### src/rtl/tcvc_pkg.sv
`timescale 1ns/1ps
package tcvc_pkg;
   localparam int MAX_CLASSES  = 8;
   localparam int MAX_CHANNELS = 8;
   localparam int SEL_W        = 3;

   function automatic int idx_w(input int n);
      return (n > 1) ? $clog2(n) : 1;
   endfunction
endpackage

### src/rtl/tcvc_map.sv
`timescale 1ns/1ps
module tcvc_map #(
   parameter int NUM_TC = 8,
   parameter int NUM_VC = 4,
   parameter int TC_W   = 3,
   parameter int VC_W   = 2
) (
   input  logic                      clk,
   input  logic                      rst_n,
   input  logic                      wr_en,
   input  logic [TC_W-1:0]           wr_tc,
   input  logic [tcvc_pkg::SEL_W-1:0] wr_vc,
   input  logic [TC_W-1:0]           rd_tc,
   output logic [VC_W-1:0]           rd_vc
);
   logic [NUM_TC-1:0][VC_W-1:0] map_q;
   logic                        wr_ok;

   assign wr_ok = wr_en && (int'(wr_vc) < NUM_VC) && (int'(wr_tc) < NUM_TC);

   always_ff @(posedge clk) begin
      if (!rst_n) begin
         map_q <= '0;
      end else if (wr_ok) begin
         map_q[wr_tc] <= wr_vc[VC_W-1:0];
      end
   end

   assign rd_vc = (int'(rd_tc) < NUM_TC) ? map_q[rd_tc] : '0;

   // an out-of-range channel number leaves the whole table unchanged
   a_r2_wide_write_ignored: assert property (@(posedge clk) disable iff (!rst_n)
      (wr_en && int'(wr_vc) >= NUM_VC) |=> $stable(map_q));

   // a looked-up channel always names an existing queue
   a_r2_lookup_in_range: assert property (@(posedge clk) disable iff (!rst_n)
      int'(rd_vc) < NUM_VC);
endmodule

### src/rtl/tcvc_fifo.sv
`timescale 1ns/1ps
module tcvc_fifo #(
   parameter int W     = 8,
   parameter int DEPTH = 4
) (
   input  logic         clk,
   input  logic         rst_n,
   input  logic         push,
   input  logic [W-1:0] wdata,
   input  logic         pop,
   output logic [W-1:0] rdata,
   output logic         empty,
   output logic         full
);
   localparam int PTR_W = tcvc_pkg::idx_w(DEPTH);
   localparam int CNT_W = $clog2(DEPTH + 1);

   logic [W-1:0]     mem [DEPTH];
   logic [PTR_W-1:0] wr_q, rd_q;
   logic [CNT_W-1:0] cnt_q;

   function automatic logic [PTR_W-1:0] bump(input logic [PTR_W-1:0] p);
      return (int'(p) == DEPTH - 1) ? '0 : p + PTR_W'(1);
   endfunction

   always_ff @(posedge clk) begin
      if (push) mem[wr_q] <= wdata;
   end

   always_ff @(posedge clk) begin
      if (!rst_n) begin
         wr_q  <= '0;
         rd_q  <= '0;
         cnt_q <= '0;
      end else begin
         if (push) wr_q <= bump(wr_q);
         if (pop)  rd_q <= bump(rd_q);
         cnt_q <= cnt_q + CNT_W'(push) - CNT_W'(pop);
      end
   end

   assign rdata = mem[rd_q];
   assign empty = (cnt_q == '0);
   assign full  = (cnt_q == CNT_W'(DEPTH));

   // the input never writes into a full queue
   a_r4_no_push_when_full: assert property (@(posedge clk) disable iff (!rst_n)
      push |-> !full);

   // the scheduler never takes from an empty queue
   a_r11_no_pop_when_empty: assert property (@(posedge clk) disable iff (!rst_n)
      pop |-> !empty);
endmodule

### src/rtl/tcvc_credit.sv
`timescale 1ns/1ps
module tcvc_credit #(
   parameter int CRED_W    = 8,
   parameter int INIT_CRED = 8
) (
   input  logic              clk,
   input  logic              rst_n,
   input  logic              send,
   input  logic              ret_en,
   input  logic [CRED_W-1:0] ret_cnt,
   output logic              has_cred
);
   logic [CRED_W-1:0] cnt_q;
   logic [CRED_W-1:0] add;

   assign add = ret_en ? ret_cnt : '0;

   always_ff @(posedge clk) begin
      if (!rst_n) cnt_q <= CRED_W'(INIT_CRED);
      else        cnt_q <= cnt_q + add - CRED_W'(send);
   end

   assign has_cred = (cnt_q != '0);

   // no send is granted against an empty counter
   a_r5_send_needs_credit: assert property (@(posedge clk) disable iff (!rst_n)
      send |-> cnt_q != '0);

   // without a send or a return the count holds
   a_r6_idle_count_holds: assert property (@(posedge clk) disable iff (!rst_n)
      (!send && !ret_en) |=> $stable(cnt_q));

   // input assumption, the partner never returns more than the counter can hold
   a_r6_return_fits: assert property (@(posedge clk) disable iff (!rst_n)
      ret_en |-> ({1'b0, cnt_q} + {1'b0, ret_cnt}) <= {1'b0, {CRED_W{1'b1}}});
endmodule

### src/rtl/tcvc_arb.sv
`timescale 1ns/1ps
module tcvc_arb #(
   parameter int N       = 4,
   parameter bit ISO_EN  = 1'b1,
   parameter int ISO_IDX = 3,
   parameter int IDX_W   = 2
) (
   input  logic             clk,
   input  logic             rst_n,
   input  logic [N-1:0]     elig,
   output logic [N-1:0]     grant,
   output logic [IDX_W-1:0] grant_idx
);
   logic [IDX_W-1:0] ptr_q;
   logic [N-1:0]     rr_grant;
   logic             iso_won;

   always_comb begin
      int  idx;
      logic hit;
      rr_grant = '0;
      hit      = 1'b0;
      idx      = 0;
      for (int i = 0; i < N; i++) begin
         idx = int'(ptr_q) + i;
         if (idx >= N) idx = idx - N;
         if (!hit && elig[idx]) begin
            hit           = 1'b1;
            rr_grant[idx] = 1'b1;
         end
      end
   end

   generate
      if (ISO_EN) begin : g_iso_first
         assign grant   = elig[ISO_IDX] ? (N'(1) << ISO_IDX) : rr_grant;
         assign iso_won = elig[ISO_IDX];
      end else begin : g_rr_only
         assign grant   = rr_grant;
         assign iso_won = 1'b0;
      end
   endgenerate

   always_comb begin
      grant_idx = '0;
      for (int i = 0; i < N; i++) begin
         if (grant[i]) grant_idx = IDX_W'(i);
      end
   end

   always_ff @(posedge clk) begin
      if (!rst_n) begin
         ptr_q <= '0;
      end else if (|grant && !iso_won) begin
         ptr_q <= (int'(grant_idx) == N - 1) ? '0 : grant_idx + IDX_W'(1);
      end
   end

   // at most one channel per cycle
   a_r7_single_grant: assert property (@(posedge clk) disable iff (!rst_n)
      $onehot0(grant));

   // only channels with work and credit are granted
   a_r5_grant_is_eligible: assert property (@(posedge clk) disable iff (!rst_n)
      (grant & ~elig) == '0);

   // any eligible channel means something is sent
   a_r10_no_idle_with_work: assert property (@(posedge clk) disable iff (!rst_n)
      (|elig) |-> (|grant));

   generate
      if (ISO_EN) begin : g_iso_chk
         // the time-critical channel wins whenever it can send
         a_r8_iso_wins: assert property (@(posedge clk) disable iff (!rst_n)
            elig[ISO_IDX] |-> grant[ISO_IDX]);
      end
   endgenerate
endmodule

### src/rtl/tc_vc_sched.sv
`timescale 1ns/1ps
module tc_vc_sched #(
   parameter int DATA_W    = 32,
   parameter int NUM_TC    = 8,
   parameter int NUM_VC    = 4,
   parameter int QDEPTH    = 4,
   parameter int CRED_W    = 8,
   parameter int INIT_CRED = 8,
   parameter bit ISO_EN    = 1'b1,
   parameter int ISO_VC    = NUM_VC - 1,
   localparam int TC_W     = tcvc_pkg::idx_w(NUM_TC),
   localparam int VC_W     = tcvc_pkg::idx_w(NUM_VC)
) (
   input  logic                       clk,
   input  logic                       rst_n,
   input  logic                       in_valid,
   input  logic [TC_W-1:0]            in_tc,
   input  logic [DATA_W-1:0]          in_data,
   output logic                       in_ready,
   input  logic                       cr_valid,
   input  logic [VC_W-1:0]            cr_vc,
   input  logic [CRED_W-1:0]          cr_cnt,
   input  logic                       map_we,
   input  logic [TC_W-1:0]            map_tc,
   input  logic [tcvc_pkg::SEL_W-1:0] map_vc,
   output logic                       out_valid,
   output logic [VC_W-1:0]            out_vc,
   output logic [TC_W-1:0]            out_tc,
   output logic [DATA_W-1:0]          out_data
);
   localparam int ENT_W = TC_W + DATA_W;

   generate
      if (NUM_TC < 1 || NUM_TC > tcvc_pkg::MAX_CLASSES) begin : g_bad_tc
         $error("NUM_TC out of range");
      end
      if (NUM_VC < 1 || NUM_VC > tcvc_pkg::MAX_CHANNELS) begin : g_bad_vc
         $error("NUM_VC out of range");
      end
      if (QDEPTH < 2) begin : g_bad_depth
         $error("QDEPTH must be at least 2");
      end
      if (INIT_CRED < 0 || INIT_CRED >= (1 << CRED_W)) begin : g_bad_cred
         $error("INIT_CRED does not fit CRED_W");
      end
      if (ISO_EN && (ISO_VC < 0 || ISO_VC >= NUM_VC)) begin : g_bad_iso
         $error("ISO_VC out of range");
      end
   endgenerate

   logic [VC_W-1:0]   in_vc;
   logic [NUM_VC-1:0] q_full, q_empty, q_push, has_cred, elig, grant;
   logic [ENT_W-1:0]  q_head [NUM_VC];
   logic [VC_W-1:0]   grant_idx;
   logic [ENT_W-1:0]  sel_head;

   tcvc_map #(
      .NUM_TC (NUM_TC),
      .NUM_VC (NUM_VC),
      .TC_W   (TC_W),
      .VC_W   (VC_W)
   ) u_map (
      .clk   (clk),
      .rst_n (rst_n),
      .wr_en (map_we),
      .wr_tc (map_tc),
      .wr_vc (map_vc),
      .rd_tc (in_tc),
      .rd_vc (in_vc)
   );

   assign in_ready = !q_full[in_vc];

   generate
      for (genvar v = 0; v < NUM_VC; v++) begin : g_chan
         assign q_push[v] = in_valid && in_ready && (in_vc == VC_W'(v));
         assign elig[v]   = !q_empty[v] && has_cred[v];

         tcvc_fifo #(
            .W     (ENT_W),
            .DEPTH (QDEPTH)
         ) u_queue (
            .clk   (clk),
            .rst_n (rst_n),
            .push  (q_push[v]),
            .wdata ({in_tc, in_data}),
            .pop   (grant[v]),
            .rdata (q_head[v]),
            .empty (q_empty[v]),
            .full  (q_full[v])
         );

         tcvc_credit #(
            .CRED_W    (CRED_W),
            .INIT_CRED (INIT_CRED)
         ) u_credit (
            .clk      (clk),
            .rst_n    (rst_n),
            .send     (grant[v]),
            .ret_en   (cr_valid && (cr_vc == VC_W'(v))),
            .ret_cnt  (cr_cnt),
            .has_cred (has_cred[v])
         );
      end
   endgenerate

   tcvc_arb #(
      .N       (NUM_VC),
      .ISO_EN  (ISO_EN),
      .ISO_IDX (ISO_VC),
      .IDX_W   (VC_W)
   ) u_arb (
      .clk       (clk),
      .rst_n     (rst_n),
      .elig      (elig),
      .grant     (grant),
      .grant_idx (grant_idx)
   );

   assign sel_head = q_head[grant_idx];

   always_ff @(posedge clk) begin
      if (!rst_n) begin
         out_valid <= 1'b0;
         out_vc    <= '0;
         out_tc    <= '0;
         out_data  <= '0;
      end else begin
         out_valid <= |grant;
         out_vc    <= grant_idx;
         out_tc    <= sel_head[ENT_W-1:DATA_W];
         out_data  <= sel_head[DATA_W-1:0];
      end
   end

   // an output transaction always names an existing channel
   a_r7_out_vc_valid: assert property (@(posedge clk) disable iff (!rst_n)
      out_valid |-> int'(out_vc) < NUM_VC);

   // a refused class is refused because its own queue is full
   a_r4_refusal_is_local: assert property (@(posedge clk) disable iff (!rst_n)
      !in_ready |-> $countones(q_full) >= 1);
endmodule

### config.mk
export PLATFORM = sky130hd
export DESIGN_NAME = tc_vc_sched
export DESIGN_NICKNAME = d
export VERILOG_FILES = /design/src/rtl/tcvc_pkg.sv /design/src/rtl/tcvc_map.sv /design/src/rtl/tcvc_fifo.sv /design/src/rtl/tcvc_credit.sv /design/src/rtl/tcvc_arb.sv /design/src/rtl/tc_vc_sched.sv
export SDC_FILE = /design/constraint.sdc
export NUM_CORES = 1
export LEC_CHECK = 0
export BUFFER_PORTS_ARGS = -buffer_cell sky130_fd_sc_hd__buf_2
export CORE_ASPECT_RATIO = 0.5
export CORE_MARGIN = 2
export CORE_UTILIZATION = 53
export DETAILED_ROUTE_END_ITERATION = 8
export PLACE_DENSITY = 0.72
export SYNTH_ARGS = -nofsm -noshare
export SYNTH_HDL_FRONTEND = slang
export SYNTH_HIERARCHICAL = 1
export SYNTH_SLANG_ARGS = --single-unit
export TNS_END_PERCENT = 1
### constraint.sdc
create_clock -name clk -period 3.9 [get_ports clk]
set_input_delay 0.39 -clock clk [delete_from_list [all_inputs] [get_ports clk]]
set_output_delay 0.39 -clock clk [all_outputs]
set_load 0.05 [all_outputs]
After elaboration in Yosys (flattened, before gate mapping) --
Memory sizes are Yosys's and may differ from the RTL's. A register that Yosys moved wholly into a read port is not among the register bits. Cells that the tools add are included. W data, S select, Z words.
Word-level totals: memories kept 4, latch bits 0, bits in read-only memories 0, bits in writable memories 560, word-level logic and storage cells 223, register bits 116, input port bits 56, output and inout port bits 39
Memories:
- g_chan[0].u_queue.mem | depth 4, width 35, read ports 1, clocked after Yosys merged registers in 1, write ports 1, RTL line tcvc_fifo.sv:18 | logic [W-1:0] mem [DEPTH];
- g_chan[1].u_queue.mem | depth 4, width 35, read ports 1, clocked after Yosys merged registers in 1, write ports 1, RTL line tcvc_fifo.sv:18
- g_chan[2].u_queue.mem | depth 4, width 35, read ports 1, clocked after Yosys merged registers in 1, write ports 1, RTL line tcvc_fifo.sv:18
- g_chan[3].u_queue.mem | depth 4, width 35, read ports 1, clocked after Yosys merged registers in 1, write ports 1, RTL line tcvc_fifo.sv:18
Operators by class: muxes and demuxes 74, shift-type cells 0, order comparisons 18, bitwise gates (word level) 4, reductions and logical operators 43, equality and inequality tests 19, $add $sub $neg 32, multiply operators 0, divide/modulo/power cells 0
Operator list (count):
- $ge A32 B1 Y1 const B | 4
- $lt A32 B4 Y1 const B | 4
- $mux W32 | 4
- $ge A32 B4 Y1 const B | 3
- $sub A32 B4 Y32 const B | 3
- $bmux W35 S2 | 1
- $mux W35 | 2
- $mux W2 | 21
- $add A8 B8 Y8 | 4
- $mux W8 | 4
- $reduce_bool A8 Y1 | 4
- $sub A8 B1 Y8 | 4
- $mux W1 | 25
- $logic_and A1 B1 Y1 | 23
- $eq A2 B1 Y1 const B | 11
- $mux W4 | 5
- $add A2 B1 Y2 const B | 9
- $bwmux W16 | 1
- $add A3 B1 Y3 | 4
- $eq A3 B3 Y1 const B | 4
- $logic_not A3 Y1 | 4
- $or A4 B4 Y4 | 3
- $sub A3 B1 Y3 | 4
- $bmux W1 S2 | 5
- 17 further kinds | 34

Longest topological paths before layout --
word-level depth 24, gate-level depth with buffers 18, gate-level depth less buffers 17

Cells and area by module --
Netlist, hierarchy kept.
By module, submodules not included:
- tcvc_fifo | area each 5560.3 sq um, cells each 227, seq. area each 4384.2 sq um, times used 4
- tcvc_credit | area each 726.9 sq um, cells each 95, seq. area each 160.2 sq um, times used 4
- tc_vc_sched | area each 1999.4 sq um, cells each 179, seq. area each 760.7 sq um, times used 1
- tcvc_map | area each 757.0 sq um, cells each 70, seq. area each 320.3 sq um, times used 1
- tcvc_arb | area each 490.5 sq um, cells each 56, seq. area each 40.0 sq um, times used 1

Least setup slack after synthesis --
Ideal clock, no wire load.
path type reg-to-reg, start reg u_arb.ptr_q[0], end reg g_chan[0].u_credit.cnt_q[4], clock period less this slack 3829 ps, cell stages (with the launch flop) 17, buffers on the path 0, path slack 71 ps, library setup time 78 ps, arrival 3751 ps, data required time 3822 ps, cell sequence dfxtp_1 inv_1 ha_1 mux4_2 nor2b_1 a22o_1 a221o_1 and2_1 ha_1 inv_1 ha_1 inv_1 fa_1 nor2b_1 o21a_1 nor3_1 nor3_1
On the way: longest elaborated chain between the ends 17, elaborated cells on any way between the ends 65, classes of those cells add/sub (8); order compare (12); mux (32); bitwise (3); reduce/logical (10)
RTL lines:
- start: declaration | RTL line tcvc_arb.sv:14 | logic [IDX_W-1:0] ptr_q;
- start signal: assignment | RTL line tcvc_arb.sv:55 | ptr_q <= (int'(grant_idx) == N - 1) ? '0 : grant_idx + IDX_W'(1);
- parallel branches: the longest is 14 deep, another holds $sub A32 B4 Y32
- $mux W4 * | RTL line tcvc_arb.sv:27 | if (!hit && elig[idx]) begin
- $mux W4 * | RTL line tcvc_arb.sv:36 | assign grant = elig[ISO_IDX] ? (N'(1) << ISO_IDX) : rr_grant;
- via grant[0] | RTL line tc_vc_sched.sv:52 | logic [NUM_VC-1:0] q_full, q_empty, q_push, has_cred, elig, grant;
- $sub A8 B1 Y8 * | RTL line tcvc_credit.sv:20 | else cnt_q <= cnt_q + add - CRED_W'(send);
- end signal: assignment | RTL line tcvc_credit.sv:19 | if (!rst_n) cnt_q <= CRED_W'(INIT_CRED);
- end signal: assignment | RTL line tcvc_credit.sv:20
- end: declaration | RTL line tcvc_credit.sv:13 | logic [CRED_W-1:0] cnt_q;
Mark *: on every way through the listed nets, which the timed path passes. The select of a mux whose other input is x is not followed. A chain may end at the register's enable or synchronous reset.

Worst setup path after layout --
start reg g_chan[2].u_credit.cnt_q[4], end reg g_chan[0].u_credit.cnt_q[4]
On the way: longest elaborated chain between the ends 17, elaborated cells on any way between the ends 32, classes of those cells add/sub (1); mux (20); bitwise (3); reduce/logical (8)
RTL lines:
- start: declaration | RTL line tcvc_credit.sv:13
- start signal: assignment | RTL line tcvc_credit.sv:19
- start signal: assignment | RTL line tcvc_credit.sv:20
- $reduce_bool A8 Y1 * | RTL line tcvc_credit.sv:23 | assign has_cred = (cnt_q != '0);
- via has_cred[2] | RTL line tc_vc_sched.sv:52
- $logic_and A1 B1 Y1 * | RTL line tc_vc_sched.sv:77 | assign elig[v] = !q_empty[v] && has_cred[v];
- via elig[2] | RTL line tc_vc_sched.sv:52
- $bmux W1 S2 | RTL line tcvc_arb.sv:27
- $mux W1 (not written as such) (2 in series) | RTL line tcvc_arb.sv:27
- $mux W1 | RTL line tcvc_arb.sv:27
- $logic_not A1 Y1 | RTL line tcvc_arb.sv:27
- [3 not listed]
- $logic_and A1 B1 Y1 | RTL line tcvc_arb.sv:27
- $mux W1 | RTL line tcvc_arb.sv:27
- $logic_not A1 Y1 | RTL line tcvc_arb.sv:27
- $logic_and A1 B1 Y1 | RTL line tcvc_arb.sv:27
- $mux W4 * | RTL line tcvc_arb.sv:27
- $mux W4 * | RTL line tcvc_arb.sv:36
- via grant[0] | RTL line tc_vc_sched.sv:52
- $sub A8 B1 Y8 * | RTL line tcvc_credit.sv:20
Mark *: on every way through the listed nets, which the timed path passes. The rest lies on a longest branch. The select of a mux whose other input is x is not followed.

==> results.md <==
Synth:
- Synthesis produced a netlist with a net count of 1746.
- After synthesis the netlist holds a flip-flop and latch count of 684.
- The share of the Yosys chip area taken by registers is 67.96%.
- Synthesis produced a netlist whose cell count is 1593.
- The async set-or-reset flop fraction in the synthesized netlist is 0%.
- The synthesized design contains 560 enable-type register cells.
- The most used flip-flop cell after synthesis is edfxtp_1.
- The total number of yosys warnings is 6.
- The average instance area after synthesis is 17.83 um^2.
- In this run, distinct cell masters in the synthesized netlist total 58.
- In this run the cell area of the synthesized design comes to 28400 um^2.

Drt:
- The final routed wire length divided by cell count is 23.84 um.
- For this run, the detailed router's first-pass iteration total came to 7.
- In the routed layout, each cell is associated on average with a via count of 5.855.
- The iteration-0 DRC count of the detailed router is 1490.
- The remaining routing DRC violations is 0.
- The number of vias in the routed layout is 14661.
- The count of nets left with antenna violations once routing finished came out at 0.
- The total length of routed wires is 59700 um.

Clocking:
- The number of levels in the clock H-tree is 2.
- The clock sink count is 684.
- The CTS tree is yes.
- The root buffer cell is clkbuf_16.
- The clock latency on the worst-skew pair is 0.61 ns.
- The clock passes through at most 3 buffers.
- The total clock buffers created by CTS is 57.
- The post-CTS clock slew at the launch and capture registers of the worst setup and hold paths is 0.07 ns.

Critical path:
- The critical path goes through nor4_4 > nand2_1 > nor2b_4 > buf_6 > mux4_2 > a22o_1 > a221o_1 > and2_4 > ha_4 > inv_1 > ha_2 > inv_2 > fa_2 > nor2b_4 > o21a_1 > nor3_2 > nor3_1.
- Across all register-to-register paths, the minimum setup slack is 0.12 ns.
- STA puts the critical path data arrival time at 4.30 ns.
- The worst setup path is of the flop to flop kind.
- On the critical path, the stage with the largest delay is an instance of mux4_2.
- Data on the critical path is required at its endpoint by 4.42 ns.
- The dominant cell type by count on the critical path is nor2b_4.
- The maximum cell stage delay along the critical path is 0.51 ns.
- The kind of start point of the critical path is a flop.
- STA classifies the critical path endpoint as a flop.
- Of all nets on the critical path, the largest fanout is 5.

Timing:
- The setup-violating endpoint count in the final report is 0.
- Measured against its own limit, the worst slew margin works out to 30.74%.
- Setup repair after global routing could not meet its margin everywhere.
- The final number of hold-violating endpoints is 0.
- The final-report max-slew violation count is 0.
- Static timing analysis puts the maximum clock frequency at 264.5 MHz.
- At the pin with the least slew margin, the transition time is 1.039 ns.
- The worst setup skew after layout is 0.02462 ns.
- Setup total negative slack on the finished layout was measured at 0 ns.
- The worst path uses 96.96% of the clock period.
- The smallest clock period supported by the final layout is computed as 3.781 ns.

GRT:
- The first global-routing pass estimated 90130 um of wire.
- Global routing finished with a remaining overflow of 0.
- The global-route total usage across every layer is 21.63%.
- The number of global-route vias before repair is 14881.
- The number of antenna violations at the first check in global routing came to 1.
- Entering global routing, the biggest net connects 37 pins.

Placement:
- The count of buffers added on input and output ports is 94.
- Detailed placement ended at an HPWL of 33760 um.
- The final RePlAce weighted congestion is 0.8197.

Final layout:
- The share of post-route cells with drive strength above 1 is 24.69%.
- In the final design database the tool counted 1907 nets.
- The area growth from synthesis to layout is 12.50%.

Die:
- The horizontal extent of the die is 331.3 um.
- In this run the standard cell core region covers 52410 um^2.
- For this design the top-level I/O count stands at 95.
- The die span in y is 167.7 um.
- The number of cell rows is 59.
- Once the floorplan was initialized, standard cells occupied 54.18% of the core.
- The floorplan step defined a die boundary enclosing 55560 um^2.

Power and ir drop:
- Power spread over the standard cell area amounts to 727.2 nW/um^2.
- VDD sags by at most 0.0004468 V.
- The total power is 23230 uW.
- Summed over all cells, the static leakage comes to 0.01146 uW.

Run:
- The max capacitance violation total is 0.

Status:
- The run finished with clean final reports.

Min path:
- The type of the tightest min-delay check is primary input to flop.
[per-layer routing]
layer / global-route usage [%] / vias to the layer above / routed length [um]
li1: - / 6564 / -
met1: 31.78 / 7513 / 25980
met2: 34.81 / 525 / 28400
met3: 3.474 / 59 / 4650
met4: 4.209 / 0 / 671
met5: 0 / - / 0
[worst max-delay path, delay by kind of cell, from the launching register on]
| kind | cells | cell delay [ns] |
|---|---|---|
| multiplexers | 1 | 0.51 |
| adder cells (fa/ha/maj) | 3 | 0.83 |
| AND/OR/NAND/NOR | 7 | 1.13 |
| AO/OA/AOI/OAI | 3 | 0.68 |
| flip-flops | 1 | 0.33 |
| buffers and inverters | 3 | 0.23 |
[synth_stat cells, drive strengths merged, types with 7 or more instances]
cell type  number  area, um^2
o21ai          16       80.07
a211oi          9       87.59
nor2b          17       106.4
mux4          148        3423
nor3           23       115.1
o21a            9       67.56
o22ai          35       219.0
nand3           8       40.04
nor2           25       93.84
nand2b         11       68.82
nor4           12       75.07
and2           31       193.9
nor3b          10       75.07
and3            7       43.79
o31ai           8       60.06
nand2          60       225.2
clkbuf          9       38.79
fa              8       160.2
dfxtp         124        2482
xnor2           8       70.07
ha             89        1114
or3             9       56.30
edfxtp        560       16820
mux2i          96       960.9
inv           127       476.7
a21oi          29       145.1
or3b            8       70.07
buf            45       533.0
[per-stage QoR]
stage / area (um^2) / cells / setup WS (ns) / hold WS, ns / utilization (%)
CTS: 31770 / 2499 / -0.002403 / 0.1222 / 60.61
floorplan: 28400 / 1593 / 0.07094 / 0.4299 / -
global placement: 29840 / 2391 / -0.03052 / 0.4378 / 56.94
finish: 31950 / 2504 / 0.1187 / 0.1489 / 60.95
detailed placement: 29840 / 2391 / -0.1325 / 0.4480 / 56.94
global route: 31950 / 2504 / -0.03740 / 0.1232 / 60.95
[worst paths after layout]
path / cells past startpoint / start / end
min: 1 / in_data[24] / g_chan[2].u_queue/mem[0][24]$_DFFE_PP_
min reg2reg: 2 / u_map/map_q[15]$_SDFFE_PN0P_ / u_map/map_q[15]$_SDFFE_PN0P_
max: 17 / g_chan[2].u_credit/cnt_q[4]$_SDFF_PN0_ / g_chan[0].u_credit/cnt_q[4]$_SDFF_PN0_
max reg2reg: 17 / g_chan[2].u_credit/cnt_q[4]$_SDFF_PN0_ / g_chan[0].u_credit/cnt_q[4]$_SDFF_PN0_
[power breakdown]
| part | switching [uW] | leakage (uW) | total [uW] | internal [uW] |
|---|---|---|---|---|
| Clock | 2570 | 0.000926 | 5730 | 3150 |
| Combinational | 4650 | 0.00445 | 8520 | 3870 |
| Sequential | 501 | 0.00608 | 8980 | 8480 |
| Total | 7720 | 0.0115 | 23200 | 15500 |
[kinds of logic after synthesis]
family,count (synthesis),synth area share (%)
and+or+nand+nor,235,4.481
buffers and inverters,181,3.692
DFF,684,67.96
adders and majority gates,97,4.486
muxes,246,15.52
AOI/OAI and AO/OA,138,3.278
xor gates and xnor gates,12,0.5816
[area by class of cell]
class	count	area, um^2
tap	701	877.1
inverter	127	476.7
clock inverter	26	250.2
fill	3721	20470
antenna	1	2.502
sequential	684	19310
clock buffer	81	1638
multi-input combinational	728	8250
timing repair buffer	156	1140
[cell usage in the layout (no fill, tap or decap), drive strengths merged, types with 31 or more instances in the layout]
master / n
dfxtp: 124
edfxtp: 560
inv: 133
mux4: 148
nand2: 60
and2: 31
clkbuf: 81
ha: 89
o22ai: 35
buf: 156
mux2i: 96
[what timing repair did]
item / CTS / global route
gates resized for setup: 6 / 36
buffers inserted: 1 / 4
hold buffers: 0 / 0
endpoints found under the setup margin: 9 / 14
pin swaps: 3 / 13
[flip-flops by register name, indices dropped and copies added, names as in the netlist, named ones only]
signal                 flops
g_chan.u_queue/rd_q        8
g_chan.u_queue/wr_q        8
out_tc                     3
u_map/map_q               16
g_chan.u_queue/mem       560
g_chan.u_queue/cnt_q      12
g_chan.u_credit/cnt_q     32
u_arb/ptr_q                2
out_valid                  1
out_vc                     2
out_data                  32
Note: power is estimated with default switching activity, not from simulation.
